--- src/rtl/sds_pkg.sv ---
package sds_pkg;

    typedef enum logic [3:0] {
        ST_ACTIVE,
        ST_ENTER,
        ST_SLEEP,
        ST_WAKE,
        ST_PRE,
        ST_WAIT_RP,
        ST_REF,
        ST_WAIT_RFC,
        ST_MRS,
        ST_WAIT_MRD,
        ST_EMRS,
        ST_WAIT_EMRD
    } state_e;

    // Command bus: chip select, row strobe, column strobe, write enable
    typedef struct packed {
        logic cs_n;
        logic ras_n;
        logic cas_n;
        logic we_n;
    } cmd_t;

    localparam cmd_t CMD_NOP   = 4'b0111;
    localparam cmd_t CMD_SLEEP = 4'b0110;
    localparam cmd_t CMD_PRE   = 4'b0010;
    localparam cmd_t CMD_REF   = 4'b0001;
    localparam cmd_t CMD_LOAD  = 4'b0000;

    localparam logic [1:0] BA_MODE = 2'b00;
    localparam logic [1:0] BA_EXT  = 2'b10;

    function automatic int max2(int a, int b);
        return (a > b) ? a : b;
    endfunction

    function automatic logic seq_running(state_e s);
        return (s != ST_ACTIVE) && (s != ST_SLEEP);
    endfunction

endpackage

--- src/rtl/sds_timer.sv ---
module sds_timer #(
    parameter int TW = 16
) (
    input  logic          clk,
    input  logic          rst,
    input  logic          load,
    input  logic [TW-1:0] load_val,
    output logic          expire
);
    logic [TW-1:0] cnt;

    always_ff @(posedge clk) begin
        if (rst) begin
            cnt <= '0;
        end else if (load) begin
            cnt <= load_val;
        end else if (cnt != '0) begin
            cnt <= cnt - 1'b1;
        end
    end

    // Loaded with N, the count reaches 1 in the Nth cycle after the load
    assign expire = (cnt == TW'(1));
endmodule

--- src/rtl/sds_cmd_enc.sv ---
module sds_cmd_enc
    import sds_pkg::*;
#(
    parameter int AW     = 13,
    parameter int AP_BIT = 10
) (
    input  state_e        st,
    input  logic [AW-1:0] mode_val,
    input  logic [AW-1:0] ext_mode_val,
    output cmd_t          cmd,
    output logic          cke,
    output logic [AW-1:0] addr,
    output logic [1:0]    ba
);
    always_comb begin
        cmd  = CMD_NOP;
        cke  = 1'b1;
        addr = '0;
        ba   = 2'b00;
        unique case (st)
            ST_ENTER: begin
                cmd = CMD_SLEEP;
                cke = 1'b0;
            end
            ST_SLEEP: cke = 1'b0;
            ST_PRE: begin
                cmd          = CMD_PRE;
                addr[AP_BIT] = 1'b1;
            end
            ST_REF: cmd = CMD_REF;
            ST_MRS: begin
                cmd  = CMD_LOAD;
                addr = mode_val;
                ba   = BA_MODE;
            end
            ST_EMRS: begin
                cmd  = CMD_LOAD;
                addr = ext_mode_val;
                ba   = BA_EXT;
            end
            default: ;
        endcase
    end
endmodule

--- src/rtl/sdram_deep_sleep_seq.sv ---
module sdram_deep_sleep_seq
    import sds_pkg::*;
#(
    parameter int AW      = 13,
    parameter int AP_BIT  = 10,
    parameter int CLK_MHZ = 250,
    parameter int WAKE_US = 200,
    parameter int RP_CYC  = 3,
    parameter int RFC_CYC = 18,
    parameter int MRD_CYC = 2,
    parameter int N_REF   = 8
) (
    input  logic          clk,
    input  logic          rst,
    input  logic          enter_req,
    input  logic          exit_req,
    input  logic          banks_idle,
    input  logic [AW-1:0] mode_val,
    input  logic [AW-1:0] ext_mode_val,
    output logic          cs_n,
    output logic          ras_n,
    output logic          cas_n,
    output logic          we_n,
    output logic          cke,
    output logic [AW-1:0] addr,
    output logic [1:0]    ba,
    output logic          busy,
    output logic          ready,
    output logic          asleep,
    output logic          contents_lost
);
    localparam int WAKE_CYC = CLK_MHZ * WAKE_US;
    localparam int MAX_GAP  = max2(max2(WAKE_CYC, RP_CYC), max2(RFC_CYC, MRD_CYC));
    localparam int TW       = $clog2(MAX_GAP + 1);
    localparam int RW       = $clog2(N_REF + 1);

    state_e        st, st_nxt;
    logic          t_load;
    logic [TW-1:0] t_val;
    logic          t_exp;
    logic [RW-1:0] ref_cnt;
    logic          lost_q;
    cmd_t          cmd;

    sds_timer #(.TW(TW)) u_timer (
        .clk      (clk),
        .rst      (rst),
        .load     (t_load),
        .load_val (t_val),
        .expire   (t_exp)
    );

    sds_cmd_enc #(.AW(AW), .AP_BIT(AP_BIT)) u_enc (
        .st           (st),
        .mode_val     (mode_val),
        .ext_mode_val (ext_mode_val),
        .cmd          (cmd),
        .cke          (cke),
        .addr         (addr),
        .ba           (ba)
    );

    always_comb begin
        st_nxt = st;
        t_load = 1'b0;
        t_val  = '0;
        unique case (st)
            ST_ACTIVE:   if (enter_req && banks_idle) st_nxt = ST_ENTER;
            ST_ENTER:    st_nxt = ST_SLEEP;
            ST_SLEEP: begin
                if (exit_req) begin
                    st_nxt = ST_WAKE;
                    t_load = 1'b1;
                    t_val  = TW'(WAKE_CYC);
                end
            end
            ST_WAKE:     if (t_exp) st_nxt = ST_PRE;
            ST_PRE: begin
                st_nxt = ST_WAIT_RP;
                t_load = 1'b1;
                t_val  = TW'(RP_CYC);
            end
            ST_WAIT_RP:  if (t_exp) st_nxt = ST_REF;
            ST_REF: begin
                st_nxt = ST_WAIT_RFC;
                t_load = 1'b1;
                t_val  = TW'(RFC_CYC);
            end
            ST_WAIT_RFC: begin
                if (t_exp) st_nxt = (ref_cnt == RW'(N_REF)) ? ST_MRS : ST_REF;
            end
            ST_MRS: begin
                st_nxt = ST_WAIT_MRD;
                t_load = 1'b1;
                t_val  = TW'(MRD_CYC);
            end
            ST_WAIT_MRD: if (t_exp) st_nxt = ST_EMRS;
            ST_EMRS: begin
                st_nxt = ST_WAIT_EMRD;
                t_load = 1'b1;
                t_val  = TW'(MRD_CYC);
            end
            ST_WAIT_EMRD: if (t_exp) st_nxt = ST_ACTIVE;
            default:     st_nxt = ST_ACTIVE;
        endcase
    end

    always_ff @(posedge clk) begin
        if (rst) begin
            st      <= ST_ACTIVE;
            ref_cnt <= '0;
            lost_q  <= 1'b0;
        end else begin
            st <= st_nxt;
            if (st == ST_PRE) ref_cnt <= '0;
            else if (st == ST_REF) ref_cnt <= ref_cnt + 1'b1;
            if (st == ST_ENTER) lost_q <= 1'b1;
        end
    end

    assign cs_n          = cmd.cs_n;
    assign ras_n         = cmd.ras_n;
    assign cas_n         = cmd.cas_n;
    assign we_n          = cmd.we_n;
    assign busy          = seq_running(st);
    assign ready         = (st == ST_ACTIVE);
    assign asleep        = (st == ST_SLEEP);
    assign contents_lost = lost_q;
endmodule

--- config.mk ---
export PLATFORM = sky130hd
export DESIGN_NAME = sdram_deep_sleep_seq
export DESIGN_NICKNAME = d
export VERILOG_FILES = /design/src/rtl/sds_pkg.sv /design/src/rtl/sds_timer.sv /design/src/rtl/sds_cmd_enc.sv /design/src/rtl/sdram_deep_sleep_seq.sv
export SDC_FILE = /design/constraint.sdc
export NUM_CORES = 1
export LEC_CHECK = 0
export BUFFER_PORTS_ARGS = -buffer_cell sky130_fd_sc_hd__clkbuf_2
export CAP_MARGIN = 20
export CORE_MARGIN = 3
export CORE_UTILIZATION = 50
export CTS_CLUSTER_DIAMETER = 200
export DETAILED_ROUTE_END_ITERATION = 6
export PLACE_DENSITY_LB_ADDON = 0.05
export SYNTH_ARGS = -nofsm -noshare
export SYNTH_HDL_FRONTEND = slang
export SYNTH_SLANG_ARGS = --single-unit
--- constraint.sdc ---
create_clock -name clk -period 2.8 [get_ports clk]
set_input_delay 0.28 -clock clk [delete_from_list [all_inputs] [get_ports clk]]
set_output_delay 0.28 -clock clk [all_outputs]
set_load 0.05 [all_outputs]
==> results of run 1 <==
## cell usage in the layout, fill, tap and decap left out, types with 5 or more instances in the layout
cell type   n
clkbuf_2   52
inv_1       6
nand3b_1    5
dfxtp_1    25
mux2i_1     7
or4_1       5
nand2b_1    7
nor3_1      5
a22o_1     12
a21oi_1    15
or3_1       5
nor2_1     21
nand2_1    15
## through the flow
stage               setup WS (ns)  hold slack, ns
finish                      0.426           0.291
global placement            0.688           0.467
floorplan                   0.283           0.446
CTS                         0.422           0.283
detailed placement          0.620           0.464
global route                0.266           0.299
## state kept, by name, summed over array words and instances (netlist names)
| register | flops |
|---|---|
| ref_cnt | 4 |
| u_timer.cnt | 16 |
| st | 4 |
| contents_lost | 1 |
## synth_stat cells, drive strengths merged, types with 2 or more instances
library cell,instances,area share [%]
a211o,2,0.99
buf,7,3.0
nand3,2,0.57
a211oi,2,0.85
nand2b,7,2.5
a31oi,4,1.4
nor2b,3,1.1
ha,4,2.8
and2,2,0.71
nor2,21,4.5
or3,6,2.4
a2111o,2,1.3
nand4,2,0.71
and3,2,0.71
a21oi,15,4.3
xor2,2,0.99
dfxtp,25,28
or4,7,3.4
a22oi,2,0.85
xnor2,4,2.0
nand2,15,3.2
nand3b,5,2.1
or3b,2,0.99
nor3,5,1.4
nor4,5,2.1
o21ai,7,2.2
a21o,3,1.3
mux2i,7,4.0
inv,6,1.3
o32ai,2,0.99
clkbuf,13,2.8
a22o,12,6.0
## cell families after synthesis
family / share of synthesized area [%]
XOR/XNOR: 2.98
flip-flops: 28.3
other: 0.212
buffers and inverters: 7.02
adder cells (fa/ha/maj): 2.83
multiplexers: 4.61
AND/OR/NAND/NOR: 28.8
AO/OA/AOI/OAI: 25.2
## cell type report
type / instances / area, µm² / share of cell area (%)
tap: 44 / 55.1 / 2.69
multi-input combinational: 171 / 1150 / 56.3
clock buffer: 4 / 26.3 / 1.28
timing repair buffer: 56 / 290 / 14.2
sequential: 25 / 500 / 24.5
inverter: 6 / 22.5 / 1.10
## metal layers
layer	GRT usage [%]	up-vias
li1	-	898
met1	28.8	817
met2	33.4	56
met3	3.25	4
met4	4.66	0
met5	0	-
## worst max path at each step
stage / slack [ns] / cells after the start / endpoint
floorplan: 0.28 / 5 / addr[11]
global placement: 0.69 / 6 / u_timer.cnt[9]
detailed placement: 0.62 / 6 / u_timer.cnt[7]
CTS: 0.42 / 3 / addr[9]
global route: 0.27 / 3 / addr[9]
finish: 0.43 / 3 / addr[9]
## where the power goes
part           internal, µW  switching [µW]  total (µW)
registers               456             127         583
clock network          55.9             113         169
logic                   444             534         978
total                   957             773        1730
## worst reg2reg max path: cells and delay by family, from the launching register on
kind	cells	cell delay [ns]
AO/OA/AOI/OAI	1	0.18
adder cells (fa/ha/maj)	1	0.20
buffers and inverters	1	0.10
flip-flops	1	0.37
multiplexers	1	0.19
AND/OR/NAND/NOR	2	1.13
==> impl_metrics.json, run 1 <==
{
  "leakage_uw": 0.000881,
  "fp.dieArea_um2": 4280,
  "dp_hpwl_um": 3340,
  "end_kind": "output pin",
  "drt.antenna.violating_nets": 0,
  "dp_cells": 302,
  "finalSetupTns_ns": 0,
  "async_flop_share_pct": 0,
  "first_iter_violations": 111,
  "max_freq_mhz": 421,
  "wl_met1_um": 1970,
  "setup_viol_count_final": 0,
  "cp_top_family": "flip-flops",
  "min_to": "u_timer.cnt[1]",
  "crit_slowest_cell": "dfxtp_1",
  "chipWidth_um": 65.4,
  "cts_made_buffers": 3,
  "final_area_um2": 2050,
  "cts_tree": "done",
  "max_slew_margin_pct": 58.8,
  "fin_cells": 306,
  "drcViolationCount": 0,
  "utilization_pct": 63.9,
  "wire_per_inst_um": 14.2,
  "postCtsSetupBuffers": 0,
  "cts_sinks": 25,
  "clock_skew_ns": 0.00409,
  "syn_avg_cell_area_um2": 7.99,
  "hold_viol": 0,
  "vdd_ir_drop_max_uv": 689,
  "hold_path.class": "input pin to flop",
  "start_util_pct": 55.1,
  "worst-endpoint-arrival_ns": 2.09,
  "reg2regPathDepth": 6,
  "path_buf_inv": 1,
  "power.density_nw_per_um2": 846,
  "yosysWarnings": 0,
  "ys_seq_area_share_pct": 28.3,
  "crit_path_start_kind": "flop",
  "vias_per_cell": 5.80,
  "grt.overflow.total": 0,
  "vias": 1775,
  "critPathMaxFanout": 18,
  "gp_congestion": 0.864,
  "diodes": 0,
  "cts_resized": 0,
  "clkTransAtPathRegs_ns": 0.14,
  "antenna_found_initial": 0,
  "power_uw": 1730,
  "dr_wl_met2_um": 1990,
  "grt_pass1_vias": 1481,
  "fin_crit_sh_pct": 84.8,
  "grt_usage_pct": 20.7,
  "drive_gt1_share_pct": 26.7,
  "grt_max_degree": 21,
  "syn-cell-area_um2": 1770,
  "cts_hold_buf": 0,
  "core_um2": 3200,
  "clockRootBuffer": "clkbuf_4",
  "regToRegSetupSlack_ns": 0.58,
  "worstHoldStart": "rst",
  "cts.path.max_buffers": 2,
  "outcome": "finished clean",
  "die_h_um": 65.4,
  "h-tree-depth": 1,
  "area_growth_pct": 15.9,
  "worstPathRequired_ns": 2.52,
  "rsz0062_at_grt": "no",
  "min_path_cells": 2,
  "drt_wl_total_um": 4340,
  "post-route-min-period_ns": 2.37,
  "clk_latency_ns": 0.32,
  "grt_pass1_wl_um": 7080,
  "synth-seq-cells": 25,
  "nFillCells": 305,
  "crit_start": "st[1]",
  "met3_length_um": 342,
  "worst_pin_slew_ns": 0.617,
  "core.rowCount": 20,
  "syn_inst": 221,
  "r2r_start": "u_timer.cnt[0]",
  "synth_edf_count": 0,
  "maxCapViolations": 0,
  "path_class": "flop to output pin",
  "worstPathCellList": "and3_1, a22o_1, clkbuf_2",
  "ios": 55,
  "synth_ff_type": "dfxtp_1",
  "crit_path_max_incr_delay_ns": 0.72,
  "slew_viol_final": 0,
  "reg2reg_to": "u_timer.cnt[7]",
  "placed_area_um2": 2020,
  "drt-pass1-iter-count": 4,
  "top_layer_used": "met4",
  "layout.nets": 298,
  "synth_cell_types": 57,
  "port_buffers": 52
}
Note: power is estimated with default switching activity, not from simulation.
==> run 2, diff against run 1 <==
ABC_AREA = 1   (was unset)
clock period = 2.5 ns   (was 2.8 ns; I/O delays follow)
==> impl_metrics.json, run 2 <==
{
  "async_flop_share_pct": 0,
  "grt_pass1_vias": 1669,
  "clockRootBuffer": "clkbuf_4",
  "postCtsSetupBuffers": 0,
  "nFillCells": 311,
  "synthDominantCellAreaShare_pct": 29.1,
  "drive_gt1_share_pct": 28.3,
  "seq_area_um2": 500,
  "hold_path.class": "input pin to flop",
  "multi_input_area_um2": 1060,
  "wire_per_inst_um": 11.2,
  "cts_tree": "done",
  "cts_resized": 0,
  "layout.nets": 351,
  "synth_edf_count": 0,
  "hold_viol": 0,
  "post-route-min-period_ns": 2.04,
  "start_util_pct": 54.2,
  "fp.dieArea_um2": 4180,
  "grt.overflow.total": 0,
  "vias_per_cell": 4.88,
  "chipWidth_um": 64.7,
  "crit_path_start_kind": "flop",
  "port_buffers": 52,
  "core.rowCount": 20,
  "outcome": "finished clean",
  "cts_hold_buf": 0,
  "cts_made_buffers": 3,
  "path_class": "flop to output pin",
  "die_h_um": 64.7,
  "antenna_found_initial": 0,
  "final_area_um2": 2050,
  "ys_seq_area_share_pct": 29.1,
  "final_cell_mix": "52 x nand2_1, 52 x clkbuf_2, 43 x nor2_1, 28 x inv_1, 25 x dfxtp_1",
  "drt_wl_total_um": 4010,
  "clk_latency_ns": 0.33,
  "leakage_uw": 0.00107,
  "first_iter_violations": 80,
  "dp_hpwl_um": 3310,
  "drcViolationCount": 0,
  "p_comb_share_pct": 70.8,
  "largest_register_ffs": 16,
  "synth_cell_types": 33,
  "maxCapViolations": 0,
  "yosysWarnings": 0,
  "finalSetupTns_ns": 0,
  "fin_crit_sh_pct": 81.5,
  "p_seq_share_pct": 22.7,
  "synth-seq-cells": 25,
  "critPathMaxFanout": 6,
  "core_um2": 3180,
  "worst-endpoint-arrival_ns": 1.79,
  "syn-cell-area_um2": 1720,
  "ios": 55,
  "swShare_pct": 58.7,
  "max_freq_mhz": 491,
  "drt.antenna.violating_nets": 0,
  "grt_pass1_wl_um": 6990,
  "synth_top_area_cell": "dfxtp_1",
  "drt-pass1-iter-count": 4,
  "ys_top_cells_by_count": "52 x nand2_1, 43 x nor2_1, 28 x inv_1",
  "clockPowerShare_pct": 6.4,
  "synth_ff_type": "dfxtp_1",
  "placed_area_um2": 2020,
  "gp_congestion": 0.970,
  "synth_area_leaders": "dfxtp_1 29%, nand2_1 11%, nor2_1 9.4%, inv_1 6.1%, a22o_1 6.1%",
  "cts.path.max_buffers": 2,
  "reg.largest.list": "u_timer.cnt x16, ref_cnt x4, st x4",
  "h-tree-depth": 1,
  "cts_sinks": 25,
  "switchingPower_uw": 1780,
  "clkTransAtPathRegs_ns": 0.16,
  "area_growth_pct": 19.3,
  "power.density_nw_per_um2": 1480,
  "slew_viol_final": 0,
  "regMostFlops": "u_timer.cnt",
  "diodes": 0,
  "clock_skew_ns": 0.0147,
  "rsz0062_at_grt": "no",
  "vdd_ir_drop_max_uv": 839,
  "grt_usage_pct": 20.4,
  "grt_max_degree": 16,
  "worstPathRequired_ns": 2.25,
  "syn_inst": 261,
  "syn_avg_cell_area_um2": 6.60,
  "end_kind": "output pin",
  "yosysMostFrequentCell": "nand2_1",
  "vias": 1752,
  "internal_power_uw": 1250,
  "setup_viol_count_final": 0
}
==> run 2: cell count changes after synthesis, sizes merged, moves of 4 or more <==
cell / delta
inv: +29
nand2: +46
nand2b: -7
mux2i: -7
nor2: +34
or3: -6
nand3b: -4
nand3: +18
or4: -7
clkbuf: -12
==> run 2: layer usage <==
layer  vias to the layer above  track usage (%)  routed length [µm]
li1                        944                -                   -
met3                         2             3.81                 165
met5                         -                0                   0
met4                         0             2.37                  12
met2                        43             39.0                2060
met1                       763             23.9                1770
==> run 2: area by class of cell <==
cell class / count / share of cell area, %
Inverter: 35 / 6.52
Multi-Input combinational cell: 197 / 51.6
Timing Repair Buffer: 54 / 13.4
Sequential cell: 25 / 24.4
Clock inverter: 1 / 0.365
Clock buffer: 3 / 1.10
Tap cell: 44 / 2.68
==> run 2: power by group through the flow <==
stage	Clock (µW)	Combinational (µW)	Sequential, µW
3_5_place_dp	0	2140	693
4_1_cts	201	2150	685
6_report	196	2150	689
5_1_grt	218	2390	707
2_1_floorplan	0	1740	685
3_3_place_gp	0	2140	697
==> run 2: worst paths after layout <==
path                         end  slack, ns  cells past startpoint            from
setup / recovery        addr[10]       0.46                      7           st[2]
hold / removal    u_timer.cnt[1]       0.17                      2             rst
setup reg to reg  u_timer.cnt[6]       0.91                      9  u_timer.cnt[0]
hold reg to reg    contents_lost       0.50                      2   contents_lost
==> run 2: stage by stage <==
step / util [%] / worst slack, ns / hold WS (ns) / total power (µW) / cells
2_1_floorplan: - / 0.455 / 0.462 / 2420 / 262
3_3_place_gp: 63.7 / 0.810 / 0.456 / 2830 / 355
3_5_place_dp: 63.7 / 0.856 / 0.469 / 2840 / 355
4_1_cts: 64.6 / 0.471 / 0.168 / 3040 / 359
5_1_grt: 64.6 / 0.300 / 0.170 / 3310 / 359
6_report: 64.6 / 0.462 / 0.171 / 3030 / 359
==> run 2: kinds of logic after synthesis <==
family	count (synthesis)	share of synthesized area [%]
AND/OR/NAND/NOR	149	41.1
buffers and inverters	40	9.59
AO/OA/AOI/OAI	35	13.6
flip-flops	25	29.1
XOR/XNOR	7	3.56
adder cells (fa/ha/maj)	4	2.91
other	1	0.218
==> run 2: worst max-delay path, cell delays in order (launching register included) <==
cell and delay [ns]:
dfxtp_1 0.50, inv_2 0.12, nor2_2 0.14, inv_1 0.09
nor2_1 0.18, inv_1 0.09, nand3_1 0.07, clkbuf_2 0.27
==> run 3, diff against run 2 <==
clock period = 1.95 ns   (was 2.5 ns; I/O delays follow)
==> impl_metrics.json, run 3 (synthesis gave the netlist of run 2 again) <==
{
  "clkTransAtPathRegs_ns": 0.15,
  "worstPathRequired_ns": 1.75,
  "h-tree-depth": 1,
  "clockRootBuffer": "clkbuf_4",
  "area_growth_pct": 20.1,
  "dp_hpwl_um": 3440,
  "clock_skew_ns": 0.0116,
  "wire_per_inst_um": 11.6,
  "crit_path_start_kind": "flop",
  "layout.nets": 351,
  "grt.overflow.total": 0,
  "max_freq_mhz": 548,
  "fin_crit_sh_pct": 93.6,
  "post-route-min-period_ns": 1.83,
  "regToRegSetupSlack_ns": 0.41,
  "layout_setup_ws_ns": 0.125,
  "drt_wl_total_um": 4170,
  "reg2reg_to": "u_timer.cnt[1]",
  "grt_max_degree": 15,
  "worstHoldStart": "rst",
  "vias_per_cell": 4.95,
  "antenna_found_initial": 0,
  "path_class": "flop to output pin",
  "layout_commonest_cell": "nand2_1",
  "drt.antenna.violating_nets": 0,
  "grt_usage_pct": 20.8,
  "ios": 55,
  "cts_sinks": 25,
  "maxCapViolations": 0,
  "finalSetupTns_ns": 0,
  "leakage_uw": 0.00108,
  "drt-pass1-iter-count": 4,
  "gp_congestion": 0.912,
  "cts_made_buffers": 3,
  "worst-endpoint-arrival_ns": 1.63,
  "first_iter_violations": 64,
  "reg.largest.list": "u_timer.cnt x16, ref_cnt x4, st x4",
  "power.density_nw_per_um2": 1890,
  "setup_viol_count_final": 0,
  "r2r_start": "u_timer.cnt[0]",
  "vdd_ir_drop_max_uv": 1080,
  "hold_viol": 0,
  "fp.dieArea_um2": 4180,
  "slew_viol_final": 0,
  "vias": 1778,
  "final_cell_mix": "52 x nand2_1, 43 x nor2_1, 39 x clkbuf_2, 28 x inv_1, 22 x dfxtp_1",
  "cts_tree": "done",
  "min_path_cells": 2,
  "drcViolationCount": 0,
  "port_buffers": 52,
  "cts.path.max_buffers": 2,
  "outcome": "finished clean",
  "end_kind": "output pin",
  "chipWidth_um": 64.7,
  "core_um2": 3180,
  "hold_path.class": "input pin to flop",
  "regMostFlops": "u_timer.cnt",
  "critPathMaxFanout": 13,
  "cts_hold_buf": 0,
  "drive_gt1_share_pct": 29.2,
  "start_util_pct": 54.2,
  "dpl_worst_slack_ns": 0.406,
  "core.rowCount": 20,
  "grt_pass1_wl_um": 7100,
  "min_to": "u_timer.cnt[1]",
  "grt_pass1_vias": 1643,
  "die_h_um": 64.7,
  "reg2regPathDepth": 9,
  "diodes": 0,
  "largest_register_ffs": 16,
  "clk_latency_ns": 0.33
}
[run 3: stage by stage]
step / power (µW) / instances / util [%] / area [µm²] / hold WS [ns]
floorplan: 3110 / 262 / - / 1730 / 0.420
global placement: 3660 / 355 / 63.7 / 2020 / 0.450
detailed placement: 3660 / 355 / 63.7 / 2020 / 0.460
CTS: 3910 / 359 / 64.6 / 2050 / 0.117
global route: 4290 / 359 / 65.1 / 2070 / 0.130
finish: 3910 / 359 / 65.1 / 2070 / 0.127
[run 3: worst max-delay path, stage by stage, from the launching register on]
cell	delay [ns]
dfxtp_1	0.37
inv_2	0.10
nand2_1	0.13
nor2_1	0.12
buf_4	0.19
a22o_1	0.14
buf_2	0.26
[run 3: worst max-delay path by stage]
| stage | from | to | slack (ns) | cells after the start |
|---|---|---|---|---|
| 2_1_floorplan | st[3] | we_n | 0.09 | 4 |
| 3_3_place_gp | st[2] | addr[10] | 0.39 | 7 |
| 3_5_place_dp | st[2] | addr[10] | 0.41 | 7 |
| 4_1_cts | st[2] | addr[10] | 0.03 | 7 |
| 5_1_grt | st[2] | addr[5] | -0.01 | 6 |
| 6_report | st[1] | addr[8] | 0.12 | 6 |
[run 3: what timing repair did]
| item | CTS | global route |
|---|---|---|
| setup endpoints to repair | 0 | 15 |
| resized for setup | 0 | 21 |
| setup buffers | 0 | 0 |
[run 3: routing by layer]
| layer | part of all wire, % | GRT usage, % | wire (µm) |
|---|---|---|---|
| met5 | 0 | 0 | 0 |
| met4 | 0.14 | 1.58 | 6 |
| met3 | 3.5 | 3.12 | 147 |
| met2 | 51 | 38.9 | 2120 |
| met1 | 46 | 26.1 | 1900 |
[run 3: layout make-up]
| class | count | area [µm²] |
|---|---|---|
| Multi-Input combinational cell | 197 | 1060 |
| Tap cell | 44 | 55.1 |
| Timing Repair Buffer | 54 | 288 |
| Sequential cell | 25 | 504 |
| Fill cell | 309 | 1110 |
| Inverter | 35 | 134 |
| Clock inverter | 1 | 5.00 |
| Clock buffer | 3 | 22.5 |
[run 3: power by group]
group / total (µW) / internal, µW / leakage (µW) / switching [µW]
clock network: 242 / 77.0 / 0.0000177 / 165
logic: 2760 / 846 / 0.000859 / 1920
registers: 903 / 699 / 0.000206 / 204
total: 3910 / 1620 / 0.00108 / 2290
